===== src/rtl/shdw_pkg.sv =====
package shdw_pkg;
   localparam int WORD_W = 16;
   localparam int SEL_W  = 5;
   localparam int PAY_W  = 10;

   typedef struct packed {
      logic             wflag;
      logic [SEL_W-1:0] sel;
      logic [PAY_W-1:0] pay;
   } shdw_cmd_t;
endpackage


===== src/rtl/shdw_cmd_decode.sv =====
module shdw_cmd_decode
   import shdw_pkg::*;
#(
   parameter int NUM_GP    = 2,
   parameter int GP_BASE   = 8,
   parameter int SPARE_SEL = 4
) (
   input  logic                     wr_en,
   input  logic [WORD_W-1:0]        wr_data,
   output shdw_cmd_t                cmd,
   output logic                     sel_we,
   output logic                     spare_we,
   output logic [NUM_GP-1:0]        gp_we
);
   assign cmd      = shdw_cmd_t'(wr_data);
   assign sel_we   = wr_en & ~cmd.wflag;
   assign spare_we = wr_en & cmd.wflag & (cmd.sel == SEL_W'(SPARE_SEL));

   for (genvar g = 0; g < NUM_GP; g++) begin : g_hit
      assign gp_we[g] = wr_en & cmd.wflag & (cmd.sel == SEL_W'(GP_BASE + g));
   end
endmodule


===== src/rtl/shdw_masked_reg.sv =====
module shdw_masked_reg #(
   parameter int              W        = 10,
   parameter logic [W-1:0]    RW_MASK  = '1,
   parameter logic [W-1:0]    FIXED    = '0
) (
   input  logic          clk,
   input  logic          rst_n,
   input  logic          we,
   input  logic [W-1:0]  wdata,
   output logic [W-1:0]  q
);
   logic [W-1:0] stor_q;

   always_ff @(posedge clk or negedge rst_n) begin
      if (!rst_n)  stor_q <= '0;
      else if (we) stor_q <= wdata & RW_MASK;
   end

   assign q = (stor_q & RW_MASK) | (FIXED & ~RW_MASK);
endmodule


===== src/rtl/shdw_pin_mux.sv =====
module shdw_pin_mux (
   input  logic use_alt,
   input  logic norm_src,
   input  logic alt_src,
   output logic pin_out
);
   assign pin_out = use_alt ? alt_src : norm_src;
endmodule


===== src/rtl/shdw_reg_bank.sv =====
module shdw_reg_bank
   import shdw_pkg::*;
#(
   parameter int             NUM_GP      = 2,
   parameter int             GP_BASE     = 8,
   parameter int             SPARE_SEL   = 4,
   parameter logic [9:0]     SPARE_FIXED = 10'h00C,
   parameter int             ED_BIT      = 1
) (
   input  logic              clk,
   input  logic              rst_n,
   input  logic              wr_en,
   input  logic [15:0]       wr_data,
   input  logic              rd_en,
   output logic              rd_valid,
   output logic [15:0]       rd_data,
   input  logic              irq_in,
   input  logic              energy_det,
   output logic              irq_out
);
   localparam logic [PAY_W-1:0] SPARE_RW = PAY_W'(1) << ED_BIT;
   localparam int               SEL_MAX  = (1 << SEL_W) - 1;

   if (NUM_GP < 1 || GP_BASE < 0 || GP_BASE + NUM_GP - 1 > SEL_MAX) begin : g_bad_range
      $error("shdw_reg_bank: general-purpose selector range out of bounds");
   end
   if (SPARE_SEL >= GP_BASE && SPARE_SEL < GP_BASE + NUM_GP) begin : g_bad_overlap
      $error("shdw_reg_bank: spare selector overlaps general-purpose range");
   end
   if (ED_BIT < 0 || ED_BIT >= PAY_W || SPARE_SEL > SEL_MAX) begin : g_bad_spare
      $error("shdw_reg_bank: spare shadow parameters out of range");
   end

   shdw_cmd_t          cmd;
   logic               sel_we;
   logic               spare_we;
   logic [NUM_GP-1:0]  gp_we;
   logic [SEL_W-1:0]   sel_q;
   logic [PAY_W-1:0]   spare_q;
   logic [PAY_W-1:0]   gp_q [NUM_GP];
   logic [PAY_W-1:0]   rd_pay;

   shdw_cmd_decode #(
      .NUM_GP    (NUM_GP),
      .GP_BASE   (GP_BASE),
      .SPARE_SEL (SPARE_SEL)
   ) u_dec (
      .wr_en    (wr_en),
      .wr_data  (wr_data),
      .cmd      (cmd),
      .sel_we   (sel_we),
      .spare_we (spare_we),
      .gp_we    (gp_we)
   );

   shdw_masked_reg #(
      .W       (PAY_W),
      .RW_MASK (SPARE_RW),
      .FIXED   (SPARE_FIXED)
   ) u_spare (
      .clk   (clk),
      .rst_n (rst_n),
      .we    (spare_we),
      .wdata (cmd.pay),
      .q     (spare_q)
   );

   for (genvar g = 0; g < NUM_GP; g++) begin : g_gp
      shdw_masked_reg #(
         .W       (PAY_W),
         .RW_MASK ({PAY_W{1'b1}}),
         .FIXED   ('0)
      ) u_gp (
         .clk   (clk),
         .rst_n (rst_n),
         .we    (gp_we[g]),
         .wdata (cmd.pay),
         .q     (gp_q[g])
      );
   end

   always_ff @(posedge clk or negedge rst_n) begin
      if (!rst_n) begin
         sel_q    <= SEL_W'(SPARE_SEL);
         rd_valid <= 1'b0;
      end else begin
         if (sel_we) sel_q <= cmd.sel;
         rd_valid <= rd_en;
      end
   end

   always_comb begin
      rd_pay = '0;
      if (sel_q == SEL_W'(SPARE_SEL)) rd_pay = spare_q;
      for (int i = 0; i < NUM_GP; i++) begin
         if (sel_q == SEL_W'(GP_BASE + i)) rd_pay = gp_q[i];
      end
   end

   assign rd_data = rd_valid ? {1'b0, sel_q, rd_pay} : '0;

   shdw_pin_mux u_irq (
      .use_alt  (spare_q[ED_BIT]),
      .norm_src (irq_in),
      .alt_src  (energy_det),
      .pin_out  (irq_out)
   );
endmodule


===== config.mk =====
export PLATFORM = sky130hd
export DESIGN_NAME = shdw_reg_bank
export DESIGN_NICKNAME = d
export VERILOG_FILES = /design/src/rtl/shdw_pkg.sv /design/src/rtl/shdw_cmd_decode.sv /design/src/rtl/shdw_masked_reg.sv /design/src/rtl/shdw_pin_mux.sv /design/src/rtl/shdw_reg_bank.sv
export SDC_FILE = /design/constraint.sdc
export NUM_CORES = 1
export LEC_CHECK = 0
export BUFFER_PORTS_ARGS = -buffer_cell sky130_fd_sc_hd__buf_2
export CAP_MARGIN = 25
export CORE_MARGIN = 4
export CORE_UTILIZATION = 50
export DETAILED_ROUTE_END_ITERATION = 8
export PLACE_DENSITY = 0.75
export SLEW_MARGIN = 40
export SYNTH_ARGS = -nofsm -noshare
export SYNTH_HDL_FRONTEND = slang
export SYNTH_HIERARCHICAL = 1
export SYNTH_SLANG_ARGS = --single-unit

===== constraint.sdc =====
create_clock -name clk -period 1.9 [get_ports clk]
set_clock_uncertainty 0.15 [all_clocks]
set_input_delay 0.38 -clock clk [delete_from_list [all_inputs] [get_ports clk]]
set_output_delay 0.38 -clock clk [all_outputs]
set_load 0.03 [all_outputs]

---- Yosys cells after proc, flatten, opt, wreduce, memory -nomap -nowiden ----
Index checks and enable logic that the tools add are counted.
Widths: inputs -> output; s select.
storage, ports and cells
  bits of input ports ..................... 22
  flip-flop bits (word level) ............. 27
operators by class
  equality and inequality tests ........... 6
  multiplexer cells ....................... 5
  bitwise logic cells ..................... 6
operator list
  kind                count
  $eq 5x4->1 const B  4
  $mux 10             2
  $mux 15             1
  $eq 5x3->1 const B  2
  $and 1x1->1         5
  $mux 4              1
  $mux 1              1
  $not 1->1           1

---- Depth between registers and ports, before layout ----
Gate-level depths: netlist of the first run.
  depth after elaboration ................. 5
  mapped depth ............................ 4
  gate-level depth less buffers ........... 3

---- By module ----
Netlist of the first run, hierarchy kept.
modules (own cells, without submodules)
  module                              area an instance (sq um)  sequential area each (sq um)  cells an instance  times used
  shdw_masked_reg (g_gp[0].u_gp ...)  411.6                     250.2                         21                 2
  shdw_reg_bank                       588.1                     151.4                         66                 1
  shdw_cmd_decode                     170.2                     0.0                           24                 1
  shdw_masked_reg (u_spare)           115.1                     25.0                          13                 1
  shdw_pin_mux                        15.0                      0.0                           1                  1

---- Least setup slack after synthesis of the first run ----
No wires, ideal clock.
  path kind ............................... register -> output
  start ................................... register sel_q[2]
  end ..................................... output rd_data[1]
  arrival time ............................ 1.488 ns
  buffers on the path ..................... 0
  cell stages (with the launch flop) ...... 4
  slack ................................... -0.118 ns
  path through ............................ dfstp_2 nor3b_4 nand2_1 a221oi_2
on the way
  cells in the longest elaborated chain, start to end .. 5
ends and longest elaborated chain
  item                    RTL line              source
  from (decl)             shdw_reg_bank.sv:38   logic [SEL_W-1:0] sel_q;
  from (signal assigned)  shdw_reg_bank.sv:84   sel_q <= SEL_W'(SPARE_SEL);
  from (signal assigned)  shdw_reg_bank.sv:87   if (sel_we) sel_q <= cmd.sel;
  $eq 5x3->1              shdw_reg_bank.sv:94   if (sel_q == SEL_W'(SPARE_SEL)) rd_pay = spare_q;
  $mux 4                  shdw_reg_bank.sv:94
  $mux 10                 shdw_reg_bank.sv:96   if (sel_q == SEL_W'(GP_BASE + i)) rd_pay = gp_q[i];
  $mux 10 (*)             shdw_reg_bank.sv:96
  $mux 15 (*)             shdw_reg_bank.sv:100  assign rd_data = rd_valid ? {1'b0, sel_q, rd_pay} : '0;
  to (decl)               shdw_reg_bank.sv:16   output logic [15:0] rd_data,
Every way passes the cells marked *; elsewhere a longest branch is shown, timed or not.

---- Final worst setup path of the first run ----
  start ................................... register sel_q[2]
  end ..................................... output rd_data[9]
on the way
  cells in the longest elaborated chain, start to end .. 4
ends and longest elaborated chain
  item         RTL line
  $eq 5x4->1   shdw_reg_bank.sv:96
  $mux 10      shdw_reg_bank.sv:96
  $mux 10 (*)  shdw_reg_bank.sv:96
  $mux 15 (*)  shdw_reg_bank.sv:100
Marks and branches as above.

==> run summary, run 1 <==
Max incr delay on CP = 0.57 ns
Die width = 66.4 µm
First DRT Iteration DRCs = 30
Cell Area, Synth = 1700 µm²
CP max-delay cell = dfstp_2
Syn. warnings = 6
Fillcell total = 235
Fin util = 70.8%
Inserted Clock Buffers = 3
DRC = 0
R2r setup slk = 0.77 ns
Hold depth = 2
Grt total ovfl = 0
# IOs = 40
Final HPWL DP = 2.57 mm
CP startpoint kind = flop
Share of layout cells above drive strength 1 = 59.5%
Ant diodes = 0
Total track usage = 17.8%
Inst Count DP = 219
Crit path required time = 1.37 ns
Post-DRT Antenna Nets = 0
WL per Instance = 15.6 µm
Element type at the critical path end = output pin
Placer Congestion = 0.823
Die area = 4410 µm²
Fin worst setup slack = -0.462 ns
R2R cell count = 2
Crit Path Class = flop to output pin
Max Slew Vio Count = 0
Pwr/cell area = 676 nW/µm²
Max_cap viols = 0
Post-Place Worst Slack = -0.298 ns
Maximum fanout along the worst path = 11
Root Buffer = clkbuf_4
Final period util = 124%
Syn Area/Cell = 11.8 µm²
Post-Syn Instances = 145
Minimum clock period after layout = 2.36 ns
Tightest Pin Transition = 0.603 ns
Worst Path Arrival = 1.83 ns
Vias = 1176
Final #Nets = 213
Largest net degree at the start of global routing = 28
Initial DRT Pass Iterations = 4
Initial antenna violation count = 0
Avg Vias per Cell = 5.03
Core Region = 3150 µm²
Initial core utilization = 54.0%
Setup TNS = -4.38 ns
Area added between synthesis and finish = 31.1%
Vias in the first global route = 1228
Pleak = 1.02 nW
Maximum vdd drop = 0.500 mV
CTS tree = yes
Status = finished with violations
RSZ-0062 raised after global routing = true
DRT Wirelength = 3.66 mm
Clock Latency Late Sink = 0.34 ns
Die H = 66.4 µm
Clk sinks = 27
Relative slew margins = 59.8%
Final setup fails = 10
Final Hold Viols = 0
First-pass GRT wire length = 5.91 mm
Cell Chain, Critical Path = buf_4 > nor2b_4 > and2_4 > buf_8 > a221oi_4 > buf_6
Worst Hold Class = primary input to flop
Clock transition at path regs = 0.15 ns
Largest buffer count on any clock path = 2
Buffers on Ports = 38
Failing checks = negative setup slack
Final Non-Filler Cells = 234
# rows = 20
CTS H-tree depth = 1
Max Fclk = 423 MHz
-- metrics by stage --
step,total power (W),hold WS [ns],area (µm²)
detailed placement,0.00117,0.267,1990
CTS,0.00148,0.127,2170
global placement,0.00116,0.259,1990
finish,0.00151,0.126,2230
global route,0.00158,0.115,2230
floorplan,0.00106,-0.0656,1850
-- timing repair --
action,CTS,global route
gates resized for setup,30,10
pin swaps,3,12
hold endpoints to repair,27,0
hold buffers,2,0
setup buffers,5,5
endpoints found under the setup margin,10,11
cloned,0,0
-- worst max-delay path, delay by kind of cell, from the launching register on --
kind                   cells  cell delay, ns
AND/OR/NAND/NOR            2            0.22
flip-flops                 1            0.57
buffers and inverters      3            0.43
AO/OA/AOI/OAI              1            0.29
-- metal layers --
metal | up-vias | wire length (µm) | track usage (%) | share of wire [%]
li1 | 550 | - | - | -
met2 | 41 | 1860 | 29.7 | 51
met3 | 12 | 205 | 4.59 | 5.6
met1 | 573 | 1510 | 22.1 | 41
met4 | 0 | 82 | 5.58 | 2.2
met5 | - | 0 | 0 | 0
-- power breakdown --
| part | internal [W] | leakage, nW | switching (W) |
|---|---|---|---|
| clock | 0.0000825 | 0.0150 | 0.000173 |
| combinational | 0.000275 | 0.655 | 0.000269 |
| sequential | 0.000653 | 0.348 | 0.0000575 |
-- state kept, by name, summed over array words and instances, names as in the netlist --
name,flops
sel_q,5
g_gp.u_gp/q,20
rd_valid,1
u_spare/stor_q,1
-- path summary, 6_finish.rpt --
check	startpoint	to
worst max-delay path	sel_q[2]	rd_data[9]
worst min-delay path	wr_data[3]	g_gp[1].u_gp/q[3]
worst max register to register	sel_q[0]	sel_q[0]
worst min register to register	g_gp[1].u_gp/q[4]	g_gp[1].u_gp/q[4]
max in group asynchronous	rst_n	g_gp[1].u_gp/q[8]
min in group asynchronous	rst_n	g_gp[1].u_gp/q[7]
-- placed cells by master (no fill, tap or decap), drive strengths merged --
master and n:
a221oi 10, and2 6, buf 62, clkbuf 4, conb 10, dfrtp 26, dfstp 1, dlygate4sd3 2
inv 11, mux2 27, nand2 12, nor2 1, nor2b 2, nor3b 1, nor4 3, o21ai 10
or3b 2
-- final cells by class --
type | instances | area, µm² | share of cell area, %
clock buffers | 4 | 26.3 | 1.18
flip-flops and latches | 27 | 677 | 30.3
repair buffers | 64 | 498 | 22.3
inverters | 11 | 41.3 | 1.85
multi-input cells | 84 | 936 | 41.9
well taps | 44 | 55.1 | 2.46
Note: power is estimated with default switching activity, not from simulation.
==> run 2: changes to the inputs <==
MAX_ROUTING_LAYER = met4   (was default)
==> run 2 against run 1 <==
Critical endpoint unchanged; fmax is essentially flat; the flow still finishes with violations (negative setup slack); cell area is the same; power shrank 0.11%.
==> run summary, run 2 (synthesized netlist as in run 1, its figures left out) <==
Status = finished with violations
Failing checks = negative setup slack
Max incr delay on CP = 0.57 ns (about the same)
Die area = 4410 µm² (unchanged)
WL per Instance = 15.5 µm (-0.82%)
Reg-to-reg critical path endpoint = sel_q[0]
Area added between synthesis and finish = 31.1% (unchanged)
Final Non-Filler Cells = 234 (unchanged)
Crit Path Class = flop to output pin
Final Hold Viols = 0 (unchanged)
Final #Nets = 213 (unchanged)
# IOs = 40 (unchanged)
Placer Congestion = 0.836 (+1.5%)
Vias = 1164 (-1.0%)
Largest net degree at the start of global routing = 28 (unchanged)
Initial DRT Pass Iterations = 4 (unchanged)
CP Capture Point = rd_data[9]
Max_cap viols = 0 (unchanged)
Final setup fails = 10 (unchanged)
Buffers on Ports = 38 (unchanged)
Grt total ovfl = 0 (unchanged)
CTS tree = yes
Max reg flops = 20 (unchanged)
Vias in the first global route = 1230 (+0.16%)
Avg Vias per Cell = 4.97 (-1.0%)
DRC = 0 (unchanged)
R2R cell count = 2 (unchanged)
Pleak = 1.02 nW (unchanged)
Worst Path Arrival = 1.83 ns (about the same)
Root Buffer = clkbuf_4
RSZ-0062 raised after global routing = true
CP startpoint kind = flop
Most common cell after layout, fill and taps aside = buf_2
CP max-delay cell = dfstp_2
Max Slew Vio Count = 0 (unchanged)
Crit. Startpoint = sel_q[2]
Initial antenna violation count = 0 (unchanged)
FF-to-FF Start = sel_q[0]
Fillcell total = 235 (unchanged)
Cell Chain, Critical Path = buf_4 > nor2b_4 > and2_4 > buf_8 > a221oi_4 > buf_6
Final HPWL DP = 2.57 mm (unchanged)
Ant diodes = 0 (unchanged)
FF+latch area = 677 µm² (unchanged)
First DRT Iteration DRCs = 26 (-13%)
Relative slew margins = 59.6% (-0.18 points)
Inst Count DP = 219 (unchanged)
Post-Place Worst Slack = -0.298 ns (unchanged)
Fin util = 70.8% (unchanged)
Tightest Pin Transition = 0.605 ns (+0.00275 ns)
Die width = 66.4 µm (unchanged)
Total track usage = 18.2% (+0.43 points)
DRT Wirelength = 3.63 mm (-0.82%)
R2r setup slk = 0.78 ns (about the same)
Pwr/cell area = 675 nW/µm² (-0.11%)
Max Fclk = 423 MHz (about the same)
Maximum fanout along the worst path = 11 (unchanged)
Core Region = 3150 µm² (unchanged)
Maximum vdd drop = 0.499 mV (-0.10%)
Hold slack final = 0.125 ns (-0.00101 ns)
CTS H-tree depth = 1 (unchanged)
Fin worst setup slack = -0.463 ns (-0.000865 ns)
Multi-input logic area = 936 µm² (unchanged)
Final period util = 124% (about the same)
Post-DRT Antenna Nets = 0 (unchanged)
Pwr Total = 0.00151 W (-0.11%)
Minimum clock period after layout = 2.36 ns (+0.000865 ns)
# rows = 20 (unchanged)
Commonest cells after routing, fill and taps aside = 27 x buf_2, 26 x dfrtp_1, 22 x mux2_4
Initial core utilization = 54.0% (unchanged)
Clk sinks = 27 (unchanged)
Worst Hold Class = primary input to flop
Inserted Clock Buffers = 3 (unchanged)
First-pass GRT wire length = 5.89 mm (-0.24%)
Share of layout cells above drive strength 1 = 59.5% (unchanged)
Crit path required time = 1.37 ns (about the same)
Clock Latency Late Sink = 0.34 ns (about the same)
Die H = 66.4 µm (unchanged)
Largest buffer count on any clock path = 2 (unchanged)
Clock transition at path regs = 0.15 ns (about the same)
Element type at the critical path end = output pin
-- run 2: stage by stage --
step                cell area (µm²)  setup TNS, ns
floorplan                      1850        -0.0445
global placement               1990          -3.89
detailed placement             1990          -4.98
CTS                            2170          -4.48
global route                   2230          -5.39
finish                         2230          -4.37
-- run 2: worst min path at each step --
stage	startpoint	endpoint	slack (ns)	cells after the start
after global routing	wr_data[6]	g_gp[1].u_gp/q[6]	0.11	2
after CTS	wr_data[3]	g_gp[1].u_gp/q[3]	0.13	2
after detailed placement	rst_n	g_gp[1].u_gp/q[7]	0.27	1
after floorplan	rst_n	g_gp[0].u_gp/q[0]	-0.07	0
final	wr_data[3]	g_gp[1].u_gp/q[3]	0.13	2
after global placement	rst_n	g_gp[1].u_gp/q[7]	0.26	1
-- run 2: where the power goes --
group	leakage (nW)	switching [W]	internal (W)
logic	0.655	0.000267	0.000275
clock network	0.0150	0.000173	0.0000825
registers	0.348	0.0000572	0.000653
total	1.02	0.000498	0.00101
-- run 2: worst max-delay path: cells and delay by family, from the launching register on --
| family | cells | cell delay (ns) |
|---|---|---|
| buf+inv | 3 | 0.43 |
| simple gates | 2 | 0.22 |
| flops | 1 | 0.57 |
| compound gates | 1 | 0.30 |
-- run 2: final cells by class --
| cell class | instances | area share (%) |
|---|---|---|
| Clock buffer | 4 | 1.18 |
| Inverter | 11 | 1.85 |
| Multi-Input combinational cell | 84 | 41.9 |
| Sequential cell | 27 | 30.3 |
| Tap cell | 44 | 2.46 |
| Timing Repair Buffer | 64 | 22.3 |
-- run 2: timing repair --
action,4_1_cts,5_1_grt
pin swaps,3,12
buffers inserted,5,5
gates resized for setup,30,10
hold endpoints to repair,27,0
setup endpoints to repair,10,11
hold buffers,2,0
cloned,0,0
-- run 2: routing by layer --
layer  GRT usage [%]  routed length [µm]  up-vias
li1                -                   -      551
met5               -                   0        -
met2            29.4                1860       36
met3            4.08                 169       11
met4            5.58                  82        0
met1            22.7                1510      566
==> run 3: changes to the inputs <==
CELL_PAD_IN_SITES_DETAIL_PLACEMENT = 2   (was default)
CELL_PAD_IN_SITES_GLOBAL_PLACEMENT = 2   (was default)
CORE_UTILIZATION = 34   (was 50)
MAX_ROUTING_LAYER = default   (was met4)
PLACE_DENSITY = default   (was 0.75)
PLACE_DENSITY_LB_ADDON = 0.1   (was default)
==> run 3 against run 2 <==
The flow still finishes with violations (negative setup slack); flip-flop and latch count did not move; fmax rose by 2.7%; power increased by 4.2%; core utilization decreased by 24 points; highest routed layer unchanged.
==> run summary, run 3 (synthesized netlist as in run 1, its figures left out) <==
Total track usage = 15.9% (-2.3 points)
Avg Vias per Cell = 4.56 (-8.4%)
Placer Congestion = 0.723 (-13%)
Clock Latency Late Sink = 0.28 ns (-0.06 ns)
Tightest Pin Transition = 0.637 ns (+0.0319 ns)
First DRT Iteration DRCs = 7 (-73%)
Gate power share = 33.8% (-2.1 points)
WL per Instance = 17.2 µm (+11%)
R2r setup slk = 0.73 ns (-0.05 ns)
Pint = 0.00107 W (+5.5%)
Element type at the critical path end = output pin
Minimum clock period after layout = 2.30 ns (-0.0621 ns)
Root Buffer = clkbuf_8
Inserted Clock Buffers = 3 (unchanged)
Commonest cells after routing, fill and taps aside = 27 x buf_2, 26 x dfrtp_1, 22 x mux2_4
Failing checks = negative setup slack
Grt total ovfl = 0 (unchanged)
Clock transition at path regs = 0.09 ns (-0.06 ns)
Max Fclk = 435 MHz (+2.7%)
CP Buf/Inv Count = 3 (unchanged)
Pwr/cell area = 702 nW/µm² (+4.1%)
Final Non-Filler Cells = 255 (+9.0%)
Initial core utilization = 35.6% (-18 points)
R2R cell count = 2 (unchanged)
FF-to-FF Start = sel_q[0]
Share of layout cells above drive strength 1 = 59.6% (+0.10 points)
Max_cap viols = 0 (unchanged)
Post-DRT Antenna Nets = 0 (unchanged)
Max Slew Vio Count = 0 (unchanged)
CP startpoint kind = flop
Final HPWL DP = 3.51 mm (+36%)
CP max-delay cell = dfstp_2
DRC = 0 (unchanged)
Largest delay share family, worst path = flip-flops
Core Region = 4790 µm² (+52%)
Global Route met1 Usage = 17.5% (-5.1 points)
Fin worst setup slack = -0.401 ns (+0.0621 ns)
Crit path required time = 1.37 ns (about the same)
Net Switching = 0.000506 W (+1.6%)
Largest buffer count on any clock path = 2 (unchanged)
First-pass GRT wire length = 7.44 mm (+26%)
Hold slack final = 0.0535 ns (-0.0720 ns)
Initial DRT Pass Iterations = 4 (unchanged)
Max incr delay on CP = 0.56 ns (about the same)
Final Hold Viols = 0 (unchanged)
DRT Wirelength = 4.40 mm (+21%)
Maximum vdd drop = 0.328 mV (-34%)
Worst Path Arrival = 1.77 ns (-0.06 ns)
Relative slew margins = 57.5% (-2.1 points)
Grt met2 use = 30.6% (+1.3 points)
Final setup fails = 10 (unchanged)
# IOs = 40 (unchanged)
Crit Path Class = flop to output pin
Clock power share = 21.1% (+4.1 points)
Busiest layer in global routing = met2
Part of the power in registers = 45.0% (-2.1 points)
Hold depth = 1 (-1)
CTS H-tree depth = 1 (unchanged)
RSZ-0062 raised after global routing = true
Cell Chain, Critical Path = nor2b_2 > buf_4 > and2_4 > buf_8 > a221oi_4 > buf_6
Die area = 6210 µm² (+41%)
Vias in the first global route = 1428 (+16%)
Buffers on Ports = 38 (unchanged)
# rows = 25 (+25%)
Hold Crit Start = rd_en
Maximum fanout along the worst path = 5 (-6)
Final period util = 121% (-3.3 points)
Area added between synthesis and finish = 31.3%
Hold Path End = rd_valid
Most common cell after layout, fill and taps aside = buf_2
Crit. Startpoint = sel_q[2]
Die H = 78.8 µm (+19%)
Final #Nets = 211 (-0.94%)
Die width = 78.8 µm (+19%)
Ant diodes = 0 (unchanged)
Max reg flops = 20 (unchanged)
Initial antenna violation count = 0 (unchanged)
Vias = 1162 (-0.17%)
Inst Count DP = 244 (+11%)
Status = finished with violations
Largest net degree at the start of global routing = 28 (unchanged)
Sw frac = 32.2% (-0.82 points)
CTS tree = yes
Clk sinks = 27 (unchanged)
Met3 usage = 3.40% (-0.68 points)
Pleak = 0.992 nW (-2.6%)
Reg-to-reg critical path endpoint = sel_q[0]
Worst Hold Class = primary input to flop
[run 3: area by class of cell]
type                    count  area, µm²
fillers                   484       2550
repair buffers             62        469
multi-input cells          84        921
well taps                  67       83.8
clock buffers               4       45.0
flip-flops and latches     27        677
inverters                  11       41.3
[run 3: stage by stage]
step	setup TNS, ns	power (W)	worst slack (ns)	utilization (%)	instance area [µm²]
2_1_floorplan	-0.0445	0.00106	-0.0148	-	1850
3_3_place_gp	-5.07	0.00117	-0.207	42.6	2040
3_5_place_dp	-5.96	0.00120	-0.263	42.6	2040
4_1_cts	-4.37	0.00159	-0.448	46.0	2200
5_1_grt	-4.78	0.00167	-0.491	46.7	2240
6_report	-3.93	0.00157	-0.401	46.7	2240
[run 3: worst max path at each step]
stage,to,slack (ns),cells after the start
final,rd_data[7],-0.40,6
after global routing,rd_data[3],-0.49,6
after CTS,rd_data[8],-0.45,6
after detailed placement,rd_data[8],-0.26,6
after global placement,rd_data[8],-0.21,6
after floorplan,rd_data[1],-0.01,3
[run 3: power groups by stage]
stage / sequential (W) / combinational [W] / clock (W)
detailed placement: 0.000716 / 0.000483 / 0
global placement: 0.000713 / 0.000461 / 0
floorplan: 0.000703 / 0.000360 / 0
finish: 0.000708 / 0.000532 / 0.000332
CTS: 0.000709 / 0.000522 / 0.000360
global route: 0.000719 / 0.000576 / 0.000380
[run 3: metal layers]
metal	wire, µm	up-vias
met2	2440	24
met1	1760	589
met4	42	0
met5	0	-
met3	156	4
li1	-	545
[run 3: what timing repair did]
action	in CTS	in global routing
setup endpoints to repair	10	11
hold endpoints to repair	26	0
buffers inserted	3	3
hold buffers	1	0
pin swaps	10	2
resized for setup	28	5
